**config.mk**
```make
export PLATFORM = sky130hd
export DESIGN_NAME = chg_recorder
export DESIGN_NICKNAME = d
export VERILOG_FILES = /design/src/rtl/chg_rec_pkg.sv /design/src/rtl/chg_rec_dp.sv /design/src/rtl/chg_rec_ctrl.sv /design/src/rtl/chg_recorder.sv
export SDC_FILE = /design/constraint.sdc
export NUM_CORES = 1
export LEC_CHECK = 0
export BUFFER_PORTS_ARGS = -buffer_cell sky130_fd_sc_hd__buf_4
export CAP_MARGIN = 10
export CORE_MARGIN = 3
export CORE_UTILIZATION = 28
export CTS_BUF_LIST = sky130_fd_sc_hd__clkbuf_4 sky130_fd_sc_hd__clkbuf_8
export DETAILED_ROUTE_END_ITERATION = 10
export MAX_ROUTING_LAYER = met4
export PLACE_DENSITY = 0.41
export SLEW_MARGIN = 20
export SYNTH_ARGS = -nofsm -noshare
export SYNTH_HDL_FRONTEND = slang
export SYNTH_SLANG_ARGS = --single-unit
```
**constraint.sdc**
```tcl
create_clock -name clk -period 2.1 [get_ports clk]
set_input_delay 0 -clock clk [delete_from_list [all_inputs] [get_ports clk]]
set_output_delay 0 -clock clk [all_outputs]
set_load 0.01 [all_outputs]
```
**src/rtl/chg_rec_pkg.sv**
```systemverilog
package chg_rec_pkg;
  // status byte bit positions
  localparam int STAT_FIRST = 0;
  localparam int STAT_WRAP  = 1;
  localparam int STAT_CHG   = 2;
  localparam int STAT_W     = 8;

  // strobes from control to datapath
  typedef struct packed {
    logic tsInc;
    logic tsClr;
    logic latch;
    logic firstMark;
    logic wordHi;
  } ecrStrobe_t;
endpackage

```
**src/rtl/chg_rec_dp.sv**
```systemverilog
module chg_rec_dp
  import chg_rec_pkg::*;
#(
  parameter int CH_W = 8,
  parameter int TS_W = 16
) (
  input  logic                    clk,
  input  logic                    rstN,
  input  logic [CH_W-1:0]         chIn,
  input  ecrStrobe_t              stb,
  output logic                    needStore,
  output logic [CH_W+STAT_W-1:0]  wordData
);
  localparam int WORD_W = CH_W + STAT_W;

  logic [CH_W-1:0]   syncA, syncB, lastStored, recData;
  logic [STAT_W-1:0] recStatus;
  logic [TS_W-1:0]   tsCnt, recTs;
  logic              chgSeen, tsTop;
  logic [WORD_W-1:0] tsWord;

  always_comb begin
    chgSeen   = (syncB != lastStored);
    tsTop     = &tsCnt;
    needStore = chgSeen | tsTop;
  end

  // two-flop synchroniser
  always_ff @(posedge clk or negedge rstN) begin
    if (!rstN) begin
      syncA <= '0;
      syncB <= '0;
    end else begin
      syncA <= chIn;
      syncB <= syncA;
    end
  end

  always_ff @(posedge clk or negedge rstN) begin
    if (!rstN) tsCnt <= '0;
    else if (stb.tsClr) tsCnt <= '0;
    else if (stb.tsInc) tsCnt <= tsCnt + 1'b1;
  end

  always_ff @(posedge clk or negedge rstN) begin
    if (!rstN) begin
      lastStored <= '0;
      recData    <= '0;
      recStatus  <= '0;
      recTs      <= '0;
    end else if (stb.latch) begin
      lastStored            <= syncB;
      recData               <= syncB;
      recTs                 <= tsCnt;
      recStatus             <= '0;
      recStatus[STAT_FIRST] <= stb.firstMark;
      recStatus[STAT_WRAP]  <= tsTop;
      recStatus[STAT_CHG]   <= chgSeen;
    end
  end

  always_comb begin
    tsWord = '0;
    tsWord[TS_W-1:0] = recTs;
    wordData = stb.wordHi ? tsWord : {recStatus, recData};
  end


  ts_step_chk: assert property (@(posedge clk) disable iff (!rstN)
    (stb.tsInc && !stb.tsClr) |=> (tsCnt == $past(tsCnt) + 1'b1));

  ts_hold_chk: assert property (@(posedge clk) disable iff (!rstN)
    (!stb.tsInc && !stb.tsClr) |=> $stable(tsCnt));
endmodule

```
**src/rtl/chg_rec_ctrl.sv**
```systemverilog
module chg_rec_ctrl
  import chg_rec_pkg::*;
#(
  parameter int ADDR_W = 19
) (
  input  logic              clk,
  input  logic              rstN,
  input  logic              startReq,
  input  logic              stopReq,
  input  logic              clrReq,
  input  logic              sampleStb,
  input  logic              needStore,
  output ecrStrobe_t        stb,
  output logic              ramWe,
  output logic [ADDR_W-1:0] ramAddr,
  output logic              runFlag,
  output logic              fullFlag
);
  localparam int REC_W = ADDR_W - 1;

  typedef enum logic [1:0] {PH_IDLE, PH_LO, PH_HI} phase_t;

  phase_t           phase;
  logic [REC_W-1:0] recAddr;
  logic             running, full, firstPending, accept, lastSlot;

  always_comb begin
    accept        = sampleStb & running & ~clrReq & ~stopReq & (phase == PH_IDLE);
    lastSlot      = &recAddr;
    stb.tsInc     = accept;
    stb.tsClr     = clrReq;
    stb.latch     = accept & (firstPending | needStore);
    stb.firstMark = firstPending;
    stb.wordHi    = (phase == PH_HI);
    ramWe         = (phase != PH_IDLE);
    ramAddr       = {recAddr, (phase == PH_HI)};
    runFlag       = running;
    fullFlag      = full;
  end

  always_ff @(posedge clk or negedge rstN) begin
    if (!rstN) begin
      phase        <= PH_IDLE;
      recAddr      <= '0;
      running      <= 1'b0;
      full         <= 1'b0;
      firstPending <= 1'b0;
    end else if (clrReq) begin
      phase        <= PH_IDLE;
      recAddr      <= '0;
      running      <= 1'b0;
      full         <= 1'b0;
      firstPending <= 1'b0;
    end else begin
      if (stb.latch) firstPending <= 1'b0;
      if (stopReq) running <= 1'b0;
      else if (startReq && !full) begin
        running      <= 1'b1;
        firstPending <= 1'b1;
      end
      case (phase)
        PH_IDLE: if (stb.latch) phase <= PH_LO;
        PH_LO:   phase <= PH_HI;
        PH_HI: begin
          phase   <= PH_IDLE;
          recAddr <= recAddr + 1'b1;
          if (lastSlot) begin
            full    <= 1'b1;
            running <= 1'b0;
          end
        end
        default: phase <= PH_IDLE;
      endcase
    end
  end


  we_pair_chk: assert property (@(posedge clk) disable iff (!rstN)
    (ramWe && !ramAddr[0] && !clrReq) |=> (ramWe && ramAddr == $past(ramAddr) + 1'b1));

  full_halts_chk: assert property (@(posedge clk) disable iff (!rstN)
    fullFlag |-> !runFlag);

  no_write_full_chk: assert property (@(posedge clk) disable iff (!rstN)
    fullFlag |-> !ramWe);

  clear_chk: assert property (@(posedge clk) disable iff (!rstN)
    clrReq |=> (!fullFlag && !runFlag && !ramWe && ramAddr == '0));
endmodule

```
**src/rtl/chg_recorder.sv**
```systemverilog
module chg_recorder
  import chg_rec_pkg::*;
#(
  parameter int CH_W   = 8,
  parameter int TS_W   = 16,
  parameter int ADDR_W = 19
) (
  input  logic              clk,
  input  logic              rstN,
  input  logic              startReq,
  input  logic              stopReq,
  input  logic              clrReq,
  input  logic              sampleStb,
  input  logic [CH_W-1:0]   chIn,
  output logic              ramWe,
  output logic [ADDR_W-1:0] ramAddr,
  output logic [CH_W+7:0]   ramWData,
  output logic              runFlag,
  output logic              fullFlag
);
  ecrStrobe_t ctlStb;
  logic       needStore;

  chg_rec_ctrl #(.ADDR_W(ADDR_W)) u_ctrl (
    .clk(clk), .rstN(rstN), .startReq(startReq), .stopReq(stopReq),
    .clrReq(clrReq), .sampleStb(sampleStb), .needStore(needStore),
    .stb(ctlStb), .ramWe(ramWe), .ramAddr(ramAddr),
    .runFlag(runFlag), .fullFlag(fullFlag)
  );

  chg_rec_dp #(.CH_W(CH_W), .TS_W(TS_W)) u_dp (
    .clk(clk), .rstN(rstN), .chIn(chIn), .stb(ctlStb),
    .needStore(needStore), .wordData(ramWData)
  );
endmodule

```
After elaboration in Yosys (flattened, before gate mapping)
Index checks and enable logic that the tools add are counted.
- reduce and logical (&&, ||, !) cells: 10
- bitwise operators: 9
- equality and inequality tests: 4
- multiplexer cells: 20
- $add $sub $neg: 2
- operators by type and width (cell ; number):
    16-bit 2-to-1 mux ; 3
    18-bit 2-to-1 mux ; 2
    18-bit by 1-bit adder with 18-bit output, second input constant ; 1
    18-bit AND reduction ; 1
    16-bit by 1-bit adder with 16-bit output, second input constant ; 1
    16-bit AND reduction ; 1
    1-bit 2-to-1 mux ; 12
    8-bit inequality test ; 1
    2-bit nonzero test ; 4
    1-bit bitwise AND ; 5
    2-bit 2-to-1 mux ; 2
    2-bit one-hot mux with 2 select lines ; 1
    3-bit inequality test, second input constant ; 1
    2-bit by 1-bit == test with 1-bit output, second input constant ; 1
    2-bit == test, second input constant ; 1
    2-bit zero test ; 1
    1-bit NOT ; 2
    1-bit OR ; 2
    2-bit AND reduction ; 1
    1-bit logical AND ; 1
    1-bit zero test ; 1
- register bits: 82
- output and inout port bits: 38

Logic depth before layout (Yosys ltp)
- depth in word-level cells: 9
- depth in mapped cells: 7
- depth with buffers taken out: 5

Hierarchy
A second synthesis with hierarchy kept.
- cells, all modules: 315
- area, all modules: 3661.0 µm²
- modules (own cells, without submodules) (module ; times used ; sequential area each (µm²) ; cells an instance ; area each (µm²)):
    chg_rec_dp ; 1 ; 1476.4 ; 190 ; 2488.6
    chg_rec_ctrl ; 1 ; 575.6 ; 125 ; 1172.4

Worst setup path after synthesis
Ideal clock, no wire load.
- path type: register to register
- start: reg u_dp.tsCnt[0]
- end: reg u_dp.lastStored[4]
- period minus slack after synthesis: 1811 ps
- path buffers: 2
- data required time: 1960 ps
- path slack: 289 ps
- stages on the path, launching flop included: 8
- arrival time: 1671 ps
- path through: dfrtp_1 ha_1 and3_1 and4_1 buf_2 clkbuf_1 a221oi_1 o211ai_1
- longest elaborated chain between the ends: 4
- RTL lines (element ; line ; source):
    start, declared ; chg_rec_dp.sv:18 ; logic [TS_W-1:0] tsCnt, recTs;
    start signal, assigned ; chg_rec_dp.sv:42 ; else if (stb.tsInc) tsCnt <= tsCnt + 1'b1;
    16-bit AND reduction ; chg_rec_dp.sv:24 ; tsTop = &tsCnt;
    1-bit OR ; chg_rec_dp.sv:25 ; needStore = chgSeen | tsTop;
    1-bit OR ; chg_rec_ctrl.sv:32 ; stb.latch = accept & (firstPending | needStore);
    1-bit bitwise AND ; chg_rec_ctrl.sv:32 ;
    end signal, assigned ; chg_rec_dp.sv:52 ; lastStored <= syncB;
    end, declared ; chg_rec_dp.sv:16 ; logic [CH_W-1:0] syncA, syncB, lastStored, recData;
Every way passes these cells.
A chain may end at the register's enable or synchronous reset.

Worst setup path in the final report
- start: reg u_ctrl.phase[0]
- end: reg u_dp.tsCnt[9]
- longest elaborated chain between the ends: 3
- RTL lines (element ; line ; source):
    start, declared ; chg_rec_ctrl.sv:23 ; phase_t phase;
    start signal, assigned ; chg_rec_ctrl.sv:43 ; phase <= PH_IDLE;
    start signal, assigned ; chg_rec_ctrl.sv:49 ; phase <= PH_IDLE;
    start signal, assigned ; chg_rec_ctrl.sv:62 ; PH_IDLE: if (stb.latch) phase <= PH_LO;
    2-bit zero test ; chg_rec_ctrl.sv:28 ; accept = sampleStb & running & ~clrReq & ~stopReq & (phase == PH_IDLE);
    1-bit bitwise AND ; chg_rec_ctrl.sv:28 ;
    2-bit nonzero test (no source line) ; n/a ;
Every way passes these cells.

==> flow_summary.ini <==
[setup_path]
critPathSlowestCell = or4_1
cp-start-kind = flop
worstSetupPathType = flop to flop
path_cells = nand4bb_1 -> or4_1 -> or3_1 -> a21oi_1
r2r.worst_path.cells = 4
r2r-end = u_dp.tsCnt[9]$_DFFE_PN0P_
cp_num_buf_inv = 0
critical_path.top_delay_family = simple AND/OR/NAND/NOR gates
reg2reg_from = u_ctrl.phase[0]$_DFFE_PN0P_
cp_slowest_stage_delay_ns = 0.68
crit_required_ns = 2.40
arrival_ns = 2.25
end_kind = flop
regToRegSetupSlack_ns = 0.15
worstPathMaxFanout = 9

[floorplan]
rows = 45
io_pins = 52
die_area_mm2 = 0.0176
fp.dieW_um = 133
start_util_pct = 29.1
coreArea_mm2 = 0.0154
die_h_um = 133

[synthesis]
yosysMostFrequentCell = dfrtp_1
ys_top_cells_by_count = 82 x dfrtp_1, 42 x o21ai_0, 38 x nand2_1
ys_ff_latch = 82
synth_top_area_cell = dfrtp_1
yosysWarnings = 0
synth_cell_types = 41
synth-async-reset-ratio_pct = 100
synthesis.instances = 482
synthTopCellsByArea = dfrtp_1 46%, o21ai_0 4.7%, a221oi_1 4.7%
syn_area_per_cell_um2 = 9.32
synth_edf_count = 0
synthDominantCellAreaShare_pct = 45.7
synth_seq_area_share_pct = 45.7
netlist_area_mm2 = 0.00449
synth_top_flop_cell = dfrtp_1
syn-num-nets = 498

[layout]
fin_nets = 555
final_cells = 755
drive_gt1_share_pct = 20.2
areaGrowthSynthToFinish_pct = 23.6
n_antenna_cell = 0

[pwr]
p_leak_nw = 2.24
ir_drop_v = 0.000470
power_per_cell_area_mw_per_mm2 = 761

[global_routing]
antenna_found_initial = 0
grt_pass1_wl_um = 23000
gr-usage-all-layers_pct = 16.8
grt_max_degree = 54
grt_pass1_vias = 4087
gr-total-overflow = 0

[placed_design]
dp.cells = 728
dp_hpwl_um = 8510
pre_cts_slack_ns = 0.130
routabilityCongestion = 0.788
io_buffers = 51

[routing]
vias_per_cell = 5.36
post_drt_wl_per_cell_um = 18.7
wl_met2_um = 6540
detail-route-antenna-nets = 0
met1Wirelength_um = 6870
drt_wl_total_um = 14100
num_vias = 4049
dr.first_iter.drc_count = 207
dr_wl_met3_um = 577
first_pass_iters = 4
drc = 0
highest_layer = met4

[sta]
max_freq_mhz = 512
worst_slack_ns = 0.146
hold_violations = 0
layout_min_cycle_time_ns = 1.95
rsz0062_at_grt = false
worst_slew_margin_rel_pct = 65.8
tns_ns = 0
period_share_pct = 93.0
finClkSkew_ns = 0.0105
slew_viol_final = 0
worst_pin_slew_ns = 0.513
finalSetupViolCount = 0

[clock_tree]
cts.path.max_buffers = 2
post_cts_buffers = 0
clock_latency_ns = 0.38
cts_made_buffers = 9
htree_levels = 3
cts_sinks = 82
clk_pin_slew_worst_paths_ns = 0.09
clockRootBuffer = clkbuf_8
cts_tree = done
cts.repair.resized = 0

[run]
cap_viol_max_count = 0

[run_status]
status = completed

[worst_hold_path]
hp-class = input port to asynchronous set/reset pin
==> registers in the layout, indices dropped and copies added, names as in the netlist <==
| register | cells |
|---|---|
| u_ctrl.recAddr | 18 |
| u_dp.recTs | 16 |
| u_dp.tsCnt | 16 |
| u_dp.lastStored | 8 |
| u_dp.syncA | 8 |
| u_dp.syncB | 8 |
| u_dp.recStatus | 3 |
| u_ctrl.phase | 2 |
| u_ctrl.firstPending | 1 |
| u_ctrl.fullFlag | 1 |
| u_ctrl.runFlag | 1 |
==> placed cells by master (no fill, tap or decap), types with 3 or more instances in the layout <==
master,count
mux2i_1,4
dfrtp_1,82
nand2b_1,3
a21oi_1,13
buf_12,3
xor2_1,8
nor2_1,20
o31ai_1,3
buf_4,72
inv_1,5
nor3_1,32
dlygate4sd3_1,11
a221oi_1,24
nand3b_1,25
o21ai_0,42
or3_1,10
and4_1,6
and2_1,8
nor2b_1,3
nand2_1,38
xnor2_1,13
clkbuf_8,9
mux2_2,13
o211ai_1,24
nand4_1,10
nand3_1,12
and3_1,24
==> cells by family after synthesis <==
family	after synthesis	synth area share [%]
multiplexers	17	4.15
AO/OA/AOI/OAI	112	16.5
XOR/XNOR	21	4.09
buffers and inverters	45	3.90
flip-flops	82	45.7
adder cells (fa/ha/maj)	2	0.557
AND/OR/NAND/NOR	203	25.2
==> final cells by class <==
class | instances | area (um^2)
fillers | 1609 | 9870
clock buffers | 9 | 124
inverters | 5 | 18.8
flip-flops and latches | 82 | 2050
multi-input cells | 355 | 2280
well taps | 211 | 264
clock inverters | 7 | 100
repair buffers | 86 | 711
==> layer usage <==
metal / track usage (%) / vias to the layer above
li1: - / 1895
met1: 22.8 / 2043
met2: 26.0 / 101
met3: 3.88 / 10
met4: 3.46 / 0
met5: - / -
==> how the worst max path moves through the flow <==
stage,to,cells past startpoint,slack [ns],start
finish,u_dp.tsCnt[9]$_DFFE_PN0P_,4,0.15,u_ctrl.phase[0]$_DFFE_PN0P_
global route,u_dp.tsCnt[9]$_DFFE_PN0P_,4,0.001,u_ctrl.phase[0]$_DFFE_PN0P_
CTS,u_ctrl.recAddr[17]$_DFFE_PN0P_,4,0.12,u_ctrl.phase[0]$_DFFE_PN0P_
detailed placement,u_ctrl.recAddr[17]$_DFFE_PN0P_,4,0.13,u_ctrl.phase[0]$_DFFE_PN0P_
global placement,u_ctrl.recAddr[17]$_DFFE_PN0P_,4,0.17,u_ctrl.phase[0]$_DFFE_PN0P_
floorplan,u_dp.lastStored[4]$_DFFE_PN0P_,7,0.29,u_dp.tsCnt[0]$_DFFE_PN0P_
==> through the flow <==
| stage | area [um^2] | utilization [%] | hold WS, ns | power, mW |
|---|---|---|---|---|
| after global placement | 5220 | 33.8 | 0.0108 | 2.88 |
| after detailed placement | 5220 | 33.8 | 0.00917 | 2.89 |
| after CTS | 5550 | 36.0 | 0.134 | 4.28 |
| final | 5550 | 36.0 | 0.135 | 4.23 |
| after floorplan | 4490 | - | -0.296 | 2.51 |
| after global routing | 5550 | 36.0 | 0.156 | 4.47 |
==> what timing repair did <==
item | 4_1_cts | 5_1_grt
hold endpoints to repair | 43 | 0
hold buffers | 11 | 0
setup endpoints to repair | 0 | 0
==> power by group <==
part | total, mW | leakage [nW] | internal [mW] | switching, mW
registers | 1.96 | 1.05 | 1.78 | 0.188
logic | 0.912 | 1.08 | 0.478 | 0.434
clock network | 1.35 | 0.114 | 0.681 | 0.671
No activity file was read; power rests on OpenSTA's default activity.
